## config.mk

```make
export PLATFORM = sky130hd
export DESIGN_NAME = audio_clk_divider
export DESIGN_NICKNAME = d
export VERILOG_FILES = /design/src/rtl/clkdiv_pkg.sv /design/src/rtl/clkdiv_stage.sv /design/src/rtl/clkdiv_phase.sv /design/src/rtl/audio_clk_divider.sv
export SDC_FILE = /design/constraint.sdc
export NUM_CORES = 1
export LEC_CHECK = 0
export CORE_AREA = 3 3 65 67
export DETAILED_ROUTE_END_ITERATION = 10
export DIE_AREA = 0 0 68 70
export PLACE_DENSITY = 0.57
export SLEW_MARGIN = 20
export SYNTH_ARGS = -nofsm -noshare
export SYNTH_HDL_FRONTEND = slang
export SYNTH_SLANG_ARGS = --single-unit
```

## constraint.sdc

```tcl
create_clock -name clk -period 2.4 [get_ports clk]
set_input_delay 0.48 -clock clk [delete_from_list [all_inputs] [get_ports clk]]
set_output_delay 0.48 -clock clk [all_outputs]
set_load 0.01 [all_outputs]
```

## src/rtl/clkdiv_pkg.sv

```systemverilog
package clkdiv_pkg;

    typedef enum logic {
        ST_RUN  = 1'b0,
        ST_PASS = 1'b1
    } div_state_t;

endpackage

```

## src/rtl/clkdiv_stage.sv

```systemverilog
// Down-counting divider stage: ticks when enabled at zero, then reloads.
module clkdiv_stage #(
    parameter int W = 8
) (
    input  logic         clk,
    input  logic         rst_n,
    input  logic         clr,
    input  logic         en,
    input  logic [W-1:0] reload,
    output logic         tick
);

    logic [W-1:0] cnt;

    assign tick = en && (cnt == '0);

    always_ff @(posedge clk or negedge rst_n) begin
        if (!rst_n) begin
            cnt <= '0;
        end else if (clr) begin
            cnt <= '0;
        end else if (en) begin
            cnt <= (cnt == '0) ? reload : cnt - 1'b1;
        end
    end


    reload_hold_chk: assert property (@(posedge clk) disable iff (!rst_n)
        (en && !clr && cnt != '0) |=> (cnt == $past(cnt) - 1'b1));

endmodule

```

## src/rtl/clkdiv_phase.sv

```systemverilog
// Output phase: level toggle, polarity, gating and rising-edge strobe.
module clkdiv_phase (
    input  logic clk,
    input  logic rst_n,
    input  logic clr,
    input  logic toggle,
    input  logic inv,
    input  logic gate,
    output logic out_q,
    output logic stb_q
);

    logic lvl;
    logic lvl_n;
    logic out_n;

    assign lvl_n = lvl ^ toggle;
    assign out_n = gate & (lvl_n ^ inv);

    always_ff @(posedge clk or negedge rst_n) begin
        if (!rst_n) begin
            lvl   <= 1'b0;
            out_q <= 1'b0;
            stb_q <= 1'b0;
        end else if (clr) begin
            lvl   <= 1'b0;
            out_q <= 1'b0;
            stb_q <= 1'b0;
        end else begin
            lvl   <= lvl_n;
            out_q <= out_n;
            stb_q <= out_n & ~out_q;
        end
    end


    one_cycle_stb_chk: assert property (@(posedge clk) disable iff (!rst_n)
        stb_q |=> !stb_q);


    gate_off_chk: assert property (@(posedge clk) disable iff (!rst_n)
        !gate |=> !out_q);

endmodule

```

## src/rtl/audio_clk_divider.sv

```systemverilog
module audio_clk_divider
    import clkdiv_pkg::*;
#(
    parameter int PRE_W  = 3,
    parameter int MOD_W  = 8,
    parameter int FINE_W = 4
) (
    input  logic              clk,
    input  logic              rst_n,
    input  logic              cfg_pre8,
    input  logic [MOD_W-1:0]  cfg_mod,
    input  logic [FINE_W-1:0] cfg_fine,
    input  logic              cfg_bypass,
    input  logic              cfg_mclk_inv,
    input  logic              cfg_bclk_inv,
    input  logic              cfg_mclk_drive,
    output logic              mclk_out,
    output logic              mclk_oe,
    output logic              mclk_stb,
    output logic              bclk_out,
    output logic              bclk_stb
);

    localparam logic [PRE_W-1:0] PRE_MAX = PRE_W'((1 << PRE_W) - 1);

    div_state_t state_q;
    logic tick_pre, tick_mod, tick_fine;
    logic mq, ms, bq, bs;

    clkdiv_stage #(.W(PRE_W)) u_pre (
        .clk(clk), .rst_n(rst_n), .clr(cfg_bypass), .en(1'b1),
        .reload(cfg_pre8 ? PRE_MAX : '0), .tick(tick_pre)
    );

    clkdiv_stage #(.W(MOD_W)) u_mod (
        .clk(clk), .rst_n(rst_n), .clr(cfg_bypass), .en(tick_pre),
        .reload(cfg_mod), .tick(tick_mod)
    );

    clkdiv_stage #(.W(FINE_W)) u_fine (
        .clk(clk), .rst_n(rst_n), .clr(cfg_bypass), .en(tick_mod),
        .reload(cfg_fine), .tick(tick_fine)
    );

    clkdiv_phase u_mph (
        .clk(clk), .rst_n(rst_n), .clr(cfg_bypass), .toggle(tick_mod),
        .inv(cfg_mclk_inv), .gate(cfg_mclk_drive), .out_q(mq), .stb_q(ms)
    );

    clkdiv_phase u_bph (
        .clk(clk), .rst_n(rst_n), .clr(cfg_bypass), .toggle(tick_fine),
        .inv(cfg_bclk_inv), .gate(1'b1), .out_q(bq), .stb_q(bs)
    );

    // State register
    always_ff @(posedge clk or negedge rst_n) begin
        if (!rst_n) begin
            state_q <= ST_RUN;
        end else begin
            unique case (state_q)
                ST_RUN:  state_q <= cfg_bypass ? ST_PASS : ST_RUN;
                ST_PASS: state_q <= cfg_bypass ? ST_PASS : ST_RUN;
                default: state_q <= ST_RUN;
            endcase
        end
    end

    // Output selection
    always_comb begin
        mclk_oe = cfg_mclk_drive;
        unique case (state_q)
            ST_PASS: begin
                mclk_out = cfg_mclk_drive & (clk ^ cfg_mclk_inv);
                mclk_stb = cfg_mclk_drive;
                bclk_out = clk ^ cfg_bclk_inv;
                bclk_stb = 1'b1;
            end
            default: begin
                mclk_out = mq;
                mclk_stb = ms;
                bclk_out = bq;
                bclk_stb = bs;
            end
        endcase
    end


    fine_nest_chk: assert property (@(posedge clk) disable iff (!rst_n)
        tick_fine |-> tick_mod);


    pass_stb_chk: assert property (@(posedge clk) disable iff (!rst_n)
        cfg_bypass |=> bclk_stb);

endmodule

```

==> impl_results.md <==
- Outcome: completed
- Total power: 0.00229 W
- RSZ-0062 raised after global routing: false
- Chip height: 70 microns
- R2r endpoint: u_fine.cnt[3]
- Final Util: 45.4%
- Flop-to-flop setup slack: 0.13 ns
- WL per Instance: 13.4 microns
- Post-route ant nets: 0
- Max IR drop VDD: 0.492 mV
- Pint: 0.00139 W
- Mean Syn Cell Area: 9.80 sq um
- Mapped Nets: 156
- Vias in the first global route: 1060
- Mapped Cells: 131
- Sequential share of power: 28.0%
- Vias: 1073
- Most frequent CP cell: clkbuf_8
- Worst setup path end: bclk_out
- Rel. slew slack: 69.3%
- Reg2reg path depth: 6
- R2r startpoint: u_mod.cnt[0]
- Type of origin of the critical path: clock port
- Layout cells sized above 1: 14.9%
- GRT overflow: 0
- Gr busiest metal: met2
- Finish-stage setup viols: 0
- Met3 usage: 6.43%
- First-pass GRT wire length: 4560 microns
- GP Congestion: 0.815
- Post-synth EDFFs: 0
- Flops & latches, synth: 22
- Area delta synth->final: 30.4%
- Pwr dens: 1370 mW/mm^2
- Top_reg_cell synth: dfrtp_1
- Initial drt markers: 80
- Worst-Margin Slew: 0.453 ns
- Slew Limit Fails: 0
- Die extent in x: 68 microns
- Initial antenna violation count: 0
- Crit path DAT: 1.82 ns
- Dpl cells: 202
- Max-cap viol count: 0
- Global Route Usage Sum: 13.4%
- Finished Layout Cells: 209
- DRC Markers: 0
- Ys Warns: 0
- CP startpoint: clk
- Post-DP HPWL: 2000 microns
- Register area share after synthesis: 42.9%
- Comb power frac: 50.2%
- Crit path max-delay family: buffers and inverters
- Largest net degree at the start of global routing: 23
- Switching share of total power: 39.3%
- Slowest-stage cell, CP: buf_2
- Setup WS pre-CTS: -0.0412 ns
- Diode count: 0
- Aggregate routed wire length: 2790 microns
- Initial Utilization: 34.8%
- CTS tree: yes
- Cell variety after synth: 41
- Net Sw Power: 0.000901 W
- Number of port buffers: 23
- Leak: 0.720 nW
- Final Hold Vio Count: 0
- Crit path capture type: output pin
- Clock skew: 0.00673 ns
- Critical Path Stages: 5
- Clock Latency Late Sink: 0.37 ns
- Clock power frac: 21.8%
- WHS: 0.444 ns
- Met1 GRT Util: 14.6%
- Nets: 188
- Site Rows: 22
- Hold Path Class: reg2reg
- CP required: 1.92 ns
- Worst path cell trace: clkbuf_8, clkbuf_8, xnor2_1, a21oi_1, buf_2
- Worst path bufs/invs: 3
- Grt met2 use: 19.2%
- Vias per cell: 5.13
- Ports: 24
- Critical path's largest stage delay: 0.15 ns
- Core area: 0.00369 sq mm
- Worst-path fanout max: 2
- Post-route setup slack: 0.0976 ns
- Asr flop ratio synth: 100%
- Clk pin slew, worst setup/hold paths: 0.07 ns
- Synthesized area: 0.00128 sq mm
- Die area: 0.00476 sq mm
- Router iterations before antenna repair: 4
- Setup CP Type: clk2out
==> routing by layer <==
layer | share of wire (%) | vias up
li1 | - | 532
met1 | 46 | 507
met2 | 46 | 28
met3 | 6.0 | 6
met4 | 2.2 | 0
met5 | 0 | -
==> repair_timing <==
action,4_1_cts,5_1_grt
resized for setup,8,1
hold buffers,0,0
setup buffers,0,0
endpoints found under the setup margin,2,2
pin swaps,0,1
endpoints found under the hold margin,0,0
==> Yosys cell counts, types with 3 or more instances <==
cell type	instances	share of area, %
dfrtp_1	22	43
a21oi_1	11	4.3
inv_1	11	3.2
nor2_1	11	3.2
nand3_1	7	2.7
nor3_1	7	2.7
ha_1	6	5.8
mux2_2	4	3.5
o21ai_0	4	1.6
xnor2_1	4	2.7
a31oi_1	3	1.5
clkbuf_1	3	0.88
==> state kept, by name (all words and copies together) (netlist names) <==
name,flops
state_q,1
u_bph.lvl,1
u_bph.out_q,1
u_bph.stb_q,1
u_fine.cnt,4
u_mod.cnt,8
u_mph.lvl,1
u_mph.out_q,1
u_mph.stb_q,1
u_pre.cnt,3
==> power groups by stage <==
stage          logic (W)  registers, W  clock network, W
2_1_floorplan   0.000916      0.000604         0.0000510
3_3_place_gp     0.00113      0.000638         0.0000812
3_5_place_dp     0.00115      0.000648         0.0000812
4_1_cts          0.00116      0.000641          0.000524
5_1_grt          0.00129      0.000665          0.000538
6_report         0.00115      0.000643          0.000500
==> kinds of logic (layout without fill, tap and decap cells) <==
logic type	after synthesis	count (layout)	synth area share [%]
adder cells (fa/ha/maj)	6	6	5.85
AND/OR/NAND/NOR	42	42	18.1
buffers and inverters	19	49	7.11
XOR/XNOR	6	6	6.24
AO/OA/AOI/OAI	31	31	15.5
multiplexers	5	5	4.29
flip-flops	22	22	42.9
==> cell usage in the layout, fill, tap and decap left out, types with 3 or more instances in the layout <==
cell              n
o21ai_0           4
clkdlybuf4s50_1  21
inv_1            11
xnor2_1           3
buf_4             7
ha_1              6
nand3_1           7
nor2_1           11
mux2_2            4
nor3_1            7
dfrtp_1          22
clkbuf_8          7
a31oi_1           3
a21oi_1          11
==> area by class of cell <==
| cell class | instances | area, sq um |
|---|---|---|
| Multi-Input combinational cell | 90 | 649 |
| Timing Repair Buffer | 28 | 263 |
| Inverter | 12 | 45.0 |
| Clock buffer | 9 | 106 |
| Sequential cell | 22 | 551 |
| Tap cell | 48 | 60.1 |
| Fill cell | 363 | 2010 |
==> stage by stage <==
stage / area (sq um) / TNS [ns]
2_1_floorplan: 1280 / 0
3_3_place_gp: 1580 / -0.0541
3_5_place_dp: 1580 / -0.0549
4_1_cts: 1680 / 0
5_1_grt: 1670 / 0
6_report: 1670 / 0
==> worst min-delay path by stage <==
stage | startpoint | to | slack (ns) | depth (start not counted)
6_report | u_bph.out_q | u_bph.stb_q | 0.44 | 1
5_1_grt | u_pre.cnt[0] | u_pre.cnt[0] | 0.47 | 1
4_1_cts | u_bph.out_q | u_bph.stb_q | 0.45 | 1
3_5_place_dp | u_bph.out_q | u_bph.stb_q | 0.43 | 1
3_3_place_gp | u_mph.out_q | u_mph.stb_q | 0.42 | 1
2_1_floorplan | rst_n | state_q | 0.18 | 0
No activity file was read; power rests on OpenSTA's default activity.
